## config.mk

```make
export PLATFORM = sky130hd
export DESIGN_NAME = pld_macrocell
export DESIGN_NICKNAME = d
export VERILOG_FILES = /design/src/rtl/pld_mc_pkg.sv /design/src/rtl/pld_mc_mode_decode.sv /design/src/rtl/pld_mc_ctl_resolve.sv /design/src/rtl/pld_mc_storage.sv /design/src/rtl/pld_mc_out_buf.sv /design/src/rtl/pld_macrocell.sv
export SDC_FILE = /design/constraint.sdc
export NUM_CORES = 1
export LEC_CHECK = 0
export BUFFER_PORTS_ARGS = -buffer_cell sky130_fd_sc_hd__buf_2
export CORE_UTILIZATION = 28
export DETAILED_ROUTE_END_ITERATION = 16
export PLACE_DENSITY = 0.59
export SETUP_SLACK_MARGIN = 0.5
export SKIP_LAST_GASP = 1
export SLEW_MARGIN = 10
export SYNTH_ARGS = -nofsm -noshare
export SYNTH_HDL_FRONTEND = slang
export SYNTH_SLANG_ARGS = --single-unit
```

## constraint.sdc

```tcl
create_clock -name clk -period 3.5 [get_ports clk]
set_clock_uncertainty 0.05 [all_clocks]
set_input_delay 0.35 -clock clk [delete_from_list [all_inputs] [get_ports clk]]
set_output_delay 0.35 -clock clk [all_outputs]
set_load 0.05 [all_outputs]
```

## src/rtl/pld_mc_pkg.sv

```systemverilog
package pld_mc_pkg;

   localparam int NUM_CTL = 3;
   localparam int CTL_RST = 0;
   localparam int CTL_PRE = 1;
   localparam int CTL_LD  = 2;

   localparam int MD_COMB   = 0;
   localparam int MD_DFF    = 1;
   localparam int MD_TFF    = 2;
   localparam int MD_JKFF   = 3;
   localparam int MD_JKD    = 4;
   localparam int MD_RSFF   = 5;
   localparam int MD_LAT_LO = 7;
   localparam int MD_DFF_CE = 11;
   localparam int MD_LAT_HI = 12;
   localparam int MD_PROG_A = 15;
   localparam int MD_PROG_B = 16;

   localparam int DY_D_JK = 1;
   localparam int DY_JK_D = 2;
   localparam int DY_D_T  = 3;
   localparam int DY_T_D  = 4;

   localparam int OB_NORM = 1;
   localparam int OB_INV  = 2;

   typedef enum logic [1:0] {K_COMB, K_FLOP, K_LATCH} cell_kind_e;
   typedef enum logic [1:0] {FN_D, FN_T, FN_JK, FN_RS} cell_fn_e;

endpackage

```

## src/rtl/pld_mc_mode_decode.sv

```systemverilog
module pld_mc_mode_decode
   import pld_mc_pkg::*;
#(
   parameter int MODE_W = 5,
   parameter int DYN_W  = 3
) (
   input  logic [MODE_W-1:0] mode,
   input  logic [DYN_W-1:0]  dyn,
   input  logic              fc,
   output cell_kind_e        kind,
   output cell_fn_e          fn,
   output logic              lat_open_hi,
   output logic              need_ce
);

   cell_fn_e prog_fn;

   always_comb begin
      prog_fn = FN_D;
      case (dyn)
         DYN_W'(DY_D_JK): prog_fn = fc ? FN_JK : FN_D;
         DYN_W'(DY_JK_D): prog_fn = fc ? FN_D  : FN_JK;
         DYN_W'(DY_D_T):  prog_fn = fc ? FN_T  : FN_D;
         DYN_W'(DY_T_D):  prog_fn = fc ? FN_D  : FN_T;
         default:         prog_fn = FN_D;
      endcase
   end

   always_comb begin
      kind        = K_COMB;
      fn          = FN_D;
      lat_open_hi = 1'b0;
      need_ce     = 1'b0;
      case (mode)
         MODE_W'(MD_DFF):    kind = K_FLOP;
         MODE_W'(MD_TFF):    begin kind = K_FLOP; fn = FN_T;  end
         MODE_W'(MD_JKFF):   begin kind = K_FLOP; fn = FN_JK; end
         MODE_W'(MD_RSFF):   begin kind = K_FLOP; fn = FN_RS; end
         MODE_W'(MD_DFF_CE): begin kind = K_FLOP; need_ce = 1'b1; end
         MODE_W'(MD_JKD):    begin kind = K_FLOP; fn = fc ? FN_JK : FN_D; end
         MODE_W'(MD_LAT_LO): kind = K_LATCH;
         MODE_W'(MD_LAT_HI): begin kind = K_LATCH; lat_open_hi = 1'b1; end
         MODE_W'(MD_PROG_A),
         MODE_W'(MD_PROG_B): begin kind = K_FLOP; fn = prog_fn; end
         default:            kind = K_COMB;
      endcase
   end

endmodule

```

## src/rtl/pld_mc_ctl_resolve.sv

```systemverilog
module pld_mc_ctl_resolve
   import pld_mc_pkg::*;
#(
   parameter int N_CTL = NUM_CTL
) (
   input  logic [N_CTL-1:0] en,
   input  logic [N_CTL-1:0] sync,
   input  logic [N_CTL-1:0] term,
   input  logic             pin,
   output logic             a_hit,
   output logic             a_val,
   output logic             s_hit,
   output logic             s_val
);

   logic [N_CTL-1:0] a_act;
   logic [N_CTL-1:0] s_act;
   logic [N_CTL-1:0] force_val;

   if (N_CTL != 3) begin : g_bad_count
      $error("pld_mc_ctl_resolve: exactly three controls are supported");
   end

   for (genvar i = 0; i < N_CTL; i++) begin : g_ctl
      assign a_act[i] = en[i] & ~sync[i] & term[i];
      assign s_act[i] = en[i] &  sync[i] & term[i];
      if (i == CTL_RST) begin : g_rst
         assign force_val[i] = 1'b0;
      end else if (i == CTL_PRE) begin : g_pre
         assign force_val[i] = 1'b1;
      end else begin : g_ld
         assign force_val[i] = pin;
      end
   end

   // lowest index is applied last, so it has the highest priority
   always_comb begin
      a_val = 1'b0;
      s_val = 1'b0;
      for (int i = N_CTL - 1; i >= 0; i--) begin
         if (a_act[i]) a_val = force_val[i];
         if (s_act[i]) s_val = force_val[i];
      end
   end

   assign a_hit = |a_act;
   assign s_hit = |s_act;

endmodule

```

## src/rtl/pld_mc_storage.sv

```systemverilog
module pld_mc_storage
   import pld_mc_pkg::*;
#(
   parameter bit CLK_RISE = 1'b1
) (
   input  logic       clk,
   input  logic       rst_n,
   input  cell_kind_e kind,
   input  cell_fn_e   fn,
   input  logic       lat_open_hi,
   input  logic       need_ce,
   input  logic       t_main,
   input  logic       t_sec,
   input  logic       t_clk,
   input  logic       t_ce,
   input  logic       a_hit,
   input  logic       a_val,
   input  logic       s_hit,
   input  logic       s_val,
   output logic       cell_v
);

   localparam logic PREV_RST = CLK_RISE ? 1'b1 : 1'b0;

   logic state_q, state_d;
   logic clk_prev_q;
   logic cap_evt, cap_ok, lat_open;
   logic fn_next, data_next;

   if (CLK_RISE) begin : g_rise
      assign cap_evt = t_clk & ~clk_prev_q;
   end else begin : g_fall
      assign cap_evt = ~t_clk & clk_prev_q;
   end

   assign cap_ok   = cap_evt & (~need_ce | t_ce);
   assign lat_open = lat_open_hi ? t_clk : ~t_clk;

   always_comb begin
      fn_next = state_q;
      case (fn)
         FN_D:  fn_next = t_main;
         FN_T:  fn_next = state_q ^ t_main;
         FN_JK: case ({t_main, t_sec})
                   2'b10:   fn_next = 1'b1;
                   2'b01:   fn_next = 1'b0;
                   2'b11:   fn_next = ~state_q;
                   default: fn_next = state_q;
                endcase
         FN_RS: case ({t_main, t_sec})
                   2'b10:   fn_next = 1'b1;
                   2'b01:   fn_next = 1'b0;
                   default: fn_next = state_q;
                endcase
         default: fn_next = state_q;
      endcase
   end

   always_comb begin
      if (s_hit)
         data_next = s_val;
      else if (kind == K_LATCH)
         data_next = t_main;
      else
         data_next = fn_next;
   end

   always_comb begin
      state_d = state_q;
      cell_v  = state_q;
      case (kind)
         K_LATCH: begin
            if (a_hit) begin
               state_d = a_val;
               cell_v  = a_val;
            end else if (lat_open) begin
               state_d = data_next;
               cell_v  = data_next;
            end
         end
         K_FLOP: begin
            if (a_hit) begin
               state_d = a_val;
               cell_v  = a_val;
            end else if (cap_ok) begin
               state_d = data_next;
            end
         end
         default: cell_v = t_main;
      endcase
   end

   always_ff @(posedge clk or negedge rst_n) begin
      if (!rst_n) begin
         state_q    <= 1'b0;
         clk_prev_q <= PREV_RST;
      end else begin
         state_q    <= state_d;
         clk_prev_q <= t_clk;
      end
   end

   AST_FLOP_HOLD_NO_EDGE: assert property (@(posedge clk) disable iff (!rst_n)
      (kind == K_FLOP && !cap_evt && !a_hit) |=> $stable(state_q));

   AST_CE_BLOCKS_CAPTURE: assert property (@(posedge clk) disable iff (!rst_n)
      (kind == K_FLOP && need_ce && !t_ce && !a_hit) |=> $stable(state_q));

   AST_RS_BOTH_HOLD: assert property (@(posedge clk) disable iff (!rst_n)
      (kind == K_FLOP && fn == FN_RS && cap_ok && t_main && t_sec && !a_hit && !s_hit)
      |=> $stable(state_q));

   AST_JK_BOTH_TOGGLE: assert property (@(posedge clk) disable iff (!rst_n)
      (kind == K_FLOP && fn == FN_JK && cap_ok && t_main && t_sec && !a_hit && !s_hit)
      |=> (state_q != $past(state_q)));

endmodule

```

## src/rtl/pld_mc_out_buf.sv

```systemverilog
module pld_mc_out_buf
   import pld_mc_pkg::*;
#(
   parameter int OBUF_W = 2
) (
   input  logic [OBUF_W-1:0] obuf,
   input  logic              oe_en,
   input  logic              t_oe,
   input  logic              v,
   output logic              pin_out,
   output logic              pin_oe
);

   logic is_norm, is_inv, used;

   assign is_norm = (obuf == OBUF_W'(OB_NORM));
   assign is_inv  = (obuf == OBUF_W'(OB_INV));
   assign used    = is_norm | is_inv;

   assign pin_out = used & (v ^ is_inv);
   assign pin_oe  = used & (~oe_en | t_oe);

endmodule

```

## src/rtl/pld_macrocell.sv

```systemverilog
module pld_macrocell
   import pld_mc_pkg::*;
#(
   parameter int MODE_W   = 5,
   parameter int DYN_W    = 3,
   parameter int OBUF_W   = 2,
   parameter bit CLK_RISE = 1'b1
) (
   input  logic              clk,
   input  logic              rst_n,
   input  logic [MODE_W-1:0] cfg_mode,
   input  logic [DYN_W-1:0]  cfg_dyn,
   input  logic [OBUF_W-1:0] cfg_obuf,
   input  logic              cfg_oe_en,
   input  logic              cfg_fc_en,
   input  logic [2:0]        cfg_ctl_en,
   input  logic [2:0]        cfg_ctl_sync,
   input  logic              term_main,
   input  logic              term_sec,
   input  logic              term_clk,
   input  logic              term_ce,
   input  logic              term_oe,
   input  logic              term_fc,
   input  logic [2:0]        term_ctl,
   input  logic              pin_in,
   output logic              pin_out,
   output logic              pin_oe,
   output logic              fb_q,
   output logic              fb_qn,
   output logic              fb_data,
   output logic              fb_pin
);

   if (MODE_W < 5) begin : g_bad_mode_w
      $error("pld_macrocell: MODE_W must hold code 16");
   end
   if (DYN_W < 3) begin : g_bad_dyn_w
      $error("pld_macrocell: DYN_W must hold code 4");
   end
   if (OBUF_W < 2) begin : g_bad_obuf_w
      $error("pld_macrocell: OBUF_W must hold code 2");
   end

   cell_kind_e cell_kind;
   cell_fn_e   cell_fn;
   logic       lat_open_hi, need_ce, fc_eff;
   logic       a_hit, a_val, s_hit, s_val;
   logic       cell_v;

   assign fc_eff = cfg_fc_en & term_fc;

   pld_mc_mode_decode #(.MODE_W(MODE_W), .DYN_W(DYN_W)) u_dec (
      .mode        (cfg_mode),
      .dyn         (cfg_dyn),
      .fc          (fc_eff),
      .kind        (cell_kind),
      .fn          (cell_fn),
      .lat_open_hi (lat_open_hi),
      .need_ce     (need_ce)
   );

   pld_mc_ctl_resolve #(.N_CTL(NUM_CTL)) u_ctl (
      .en    (cfg_ctl_en),
      .sync  (cfg_ctl_sync),
      .term  (term_ctl),
      .pin   (pin_in),
      .a_hit (a_hit),
      .a_val (a_val),
      .s_hit (s_hit),
      .s_val (s_val)
   );

   pld_mc_storage #(.CLK_RISE(CLK_RISE)) u_sto (
      .clk         (clk),
      .rst_n       (rst_n),
      .kind        (cell_kind),
      .fn          (cell_fn),
      .lat_open_hi (lat_open_hi),
      .need_ce     (need_ce),
      .t_main      (term_main),
      .t_sec       (term_sec),
      .t_clk       (term_clk),
      .t_ce        (term_ce),
      .a_hit       (a_hit),
      .a_val       (a_val),
      .s_hit       (s_hit),
      .s_val       (s_val),
      .cell_v      (cell_v)
   );

   pld_mc_out_buf #(.OBUF_W(OBUF_W)) u_obuf (
      .obuf    (cfg_obuf),
      .oe_en   (cfg_oe_en),
      .t_oe    (term_oe),
      .v       (cell_v),
      .pin_out (pin_out),
      .pin_oe  (pin_oe)
   );

   assign fb_q    = cell_v;
   assign fb_qn   = ~cell_v;
   assign fb_data = term_main;
   assign fb_pin  = pin_in;

   AST_COMB_PASS: assert property (@(posedge clk) disable iff (!rst_n)
      (cell_kind == K_COMB) |-> (fb_q == term_main));

   AST_ASYNC_RESET_WINS: assert property (@(posedge clk) disable iff (!rst_n)
      (cell_kind != K_COMB && cfg_ctl_en[CTL_RST] && !cfg_ctl_sync[CTL_RST] && term_ctl[CTL_RST])
      |-> !fb_q);

   AST_OE_ABSENT_DRIVES: assert property (@(posedge clk) disable iff (!rst_n)
      (cfg_obuf == OBUF_W'(OB_NORM) && !cfg_oe_en) |-> pin_oe);

endmodule

```

==> results_dict.tcl <==
set metrics [dict create \
    ys_top_cells_by_area "a21oi_1 6.7%, ha_1 6.1%, nand2_1 5.5%" \
    tightest_slew_ns 0.517 \
    dr.pass1.iters 4 \
    die_area_um2 3130 \
    die-height_um 56.0 \
    syn_inst 115 \
    crit_buf_inv 4 \
    critPathMaxFanout 8 \
    intPower_uw 160 \
    cts_tree "built" \
    clock_path_buffers 2 \
    path_clk_slew_ns 0.03 \
    timing.rr.start "u_sto.state_q" \
    hold_end "u_sto.clk_prev_q" \
    cp_slowest_cell "or4_4" \
    synth_edf_count 0 \
    slowest_delay_ns 0.52 \
    synth_top_area_cell "a21oi_1" \
    outcome "finished clean" \
    grt_pass1_vias 828 \
    yosysMostFrequentCell "nand2_1" \
    syn_nets 149 \
    p_seq_share_pct 13.3 \
    synthArstFlopShare_pct 100 \
    yosys.area_share.simple_pct 41.1 \
    n_fill_cell 300 \
    synth_xor_area_share_pct 3.22 \
    num_vias 968 \
    rows 19 \
    area_growth_pct 41.6 \
    pwr-share-clk_pct 20.2 \
    relSlewSlack_pct 65.0 \
    maxSlewViolCount 0 \
    hold_viol 0 \
    start_util_pct 29.6 \
    htreeDepth 1 \
    synth_top_family_by_area "simple AND/OR/NAND/NOR gates" \
    final_area_um2 1150 \
    setup_tns_ns 0 \
    syn_avg_cell_area_um2 7.09 \
    endpoint_kind "output pin" \
    boundaryPins 36 \
    min_path_type "in -> reg" \
    power_leakage_nw 0.511 \
    final_core_util_pct 41.9 \
    grt_pass1_wl_mm 3.44 \
    arrival_ns 2.52 \
    max_freq_ghz 0.342 \
    ys.flop_type "dfstp_2" \
    worst_setup_path_start_kind "input port" \
    antenna_found_initial 0 \
    grt_usage_pct 13.2 \
    hp-start "term_clk" \
    ant_nets 0 \
    cts_root_buf "clkbuf_4" \
    r2r_slack_ns 1.79 \
    vias_per_cell 5.26 \
    drtIter0Drc 40 \
    dp_hpwl_mm 1.60 \
    clock-sinks 2 \
    multi_input_area_um2 756 \
    insertion_delay_ns 0.23 \
    worst_r2r_endpoint "u_sto.state_q" \
    cp_top_family "simple AND/OR/NAND/NOR gates" \
    layout-drive-gt1-share_pct 42.5 \
    drt_wl_total_mm 2.08 \
    drc_errors 0 \
    finalCritPeriodShare_pct 83.5 \
    combPwrFrac_pct 66.5 \
    rsz0062_at_grt "yes" \
    grt_overflow_total 0 \
    portBuffers 35 \
    synth_warnings 0 \
    cts_buffers 3 \
    max_cap_violations 0 \
    netlist-cell-type-count 50 \
    max-vdd-ir-drop_mv 0.236 \
    cp_common_cell "buf_4" \
    nNetsFinal 188 \
    dpl-instance-area_um2 987 \
    hold-path-cell-count 1 \
    synth_top_area_share_pct 6.75 \
    synthTopCellsByCount "12 x nand2_1, 11 x a21oi_1, 10 x nor2_1" \
    power_density_nw_per_um2 249 \
    seq_area_um2 51.3 \
    synth_seq_cells 2 \
    reg2reg_depth 5 \
    synthesis.area_um2 816 \
    switching_share_pct 44.3 \
    synth-compound-area-share_pct 27.6 \
    dieWidth_um 56.0 \
    n_antenna_cell 0 \
    grt_max_degree 14 \
    fp.coreArea_um2 2760 \
    min_period_ns 2.92 \
    post_drt_wl_per_cell_um 11.3 \
    gp_congestion 0.817 \
    ys_seq_area_share_pct 6.29 \
    finalSetupViolCount 0 \
    critPathRequiredTime_ns 3.10 \
    crit_chain "buf_8 -> xnor2_4 -> nor2_1 -> a21oi_1 -> o21ai_1 -> inv_1 -> ha_4 -> or4_4 -> o2111a_1 -> a21oi_2 -> buf_4 -> nand2_2 -> o211ai_1 -> buf_4" \
    p_sw_uw 128 \
    synth_fa_ha_area_share_pct 6.13 \
    synth.area.mux_share_pct 6.29 \
    crit_type "in -> out" \
]
## stage by stage
stage	std cells	worst slack, ns	hold WS, ns	power [mW]
final	184	0.578	0.207	0.288
after global routing	184	0.455	0.206	0.313
after CTS	181	0.503	0.196	0.273
after detailed placement	174	0.307	0.0891	0.200
after global placement	174	0.373	0.0898	0.196
after floorplan	115	0.506	0.00441	0.161
## layout make-up
type,instances,share of cell area (%)
inverter,6,1.95
clock buffer,4,2.28
tap,31,3.36
sequential,2,4.44
multi-input combinational,100,65.4
timing repair buffer,41,22.5
## what timing repair did
item / CTS / global route
buffers inserted: 2 / 3
endpoints found under the setup margin: 3 / 3
hold buffers: 1 / 0
pin swaps: 2 / 7
gates resized for setup: 5 / 22
hold endpoints to repair: 1 / 0
## worst register-to-register path, delay by kind of cell (launching register included)
kind / cells / cell delay [ns]
AOI/OAI and AO/OA: 4 / 0.54
DFF: 1 / 0.46
and+or+nand+nor: 1 / 0.58
## cell usage in the layout (no fill, tap or decap), drive strengths merged, types with 2 or more instances in the layout
cell and instances:
nor2 10, nand4 3, buf 40, inv 6
a31oi 2, mux2i 4, nor2b 4, nand3 5
ha 4, clkbuf 4, o21ai 6, nand2 12
nor3b 2, and4b 2, nand3b 4, xnor2 2
and3b 4, a21oi 13
## power groups by stage
stage	Combinational [mW]	Clock, mW	Sequential (mW)
floorplan	0.131	0	0.0293
global placement	0.158	0	0.0373
detailed placement	0.162	0	0.0379
CTS	0.174	0.0622	0.0374
global route	0.210	0.0627	0.0398
finish	0.192	0.0582	0.0382
## flip-flops by register name (all words and copies together) (netlist names)
signal            flops
u_sto.clk_prev_q      1
u_sto.state_q         1
## logic make-up after synthesis
kind of cell,Yosys count
buffers and inverters,13
AOI/OAI and AO/OA,32
xor gates and xnor gates,3
DFF,2
and+or+nand+nor,56
muxes,5
adders and majority gates,4
## metal layers
| layer | track usage [%] | vias up | routed length [um] |
|---|---|---|---|
| li1 | - | 499 | - |
| met1 | 17.4 | 443 | 999 |
| met2 | 21.6 | 26 | 989 |
| met3 | 2.56 | 0 | 90 |
| met4 | 4.18 | 0 | 0 |
| met5 | 0 | - | 0 |
## worst max-delay path by stage
| stage | start | to | slack (ns) | depth (start not counted) |
|---|---|---|---|---|
| final | cfg_mode[2] | pin_out | 0.58 | 14 |
| after floorplan | cfg_mode[1] | pin_out | 0.51 | 13 |
| after global routing | cfg_mode[2] | pin_out | 0.45 | 14 |
| after global placement | cfg_mode[1] | fb_q | 0.37 | 13 |
| after CTS | cfg_mode[1] | fb_qn | 0.50 | 13 |
| after detailed placement | cfg_mode[1] | fb_q | 0.31 | 13 |
(Power assumes the default switching activity.)
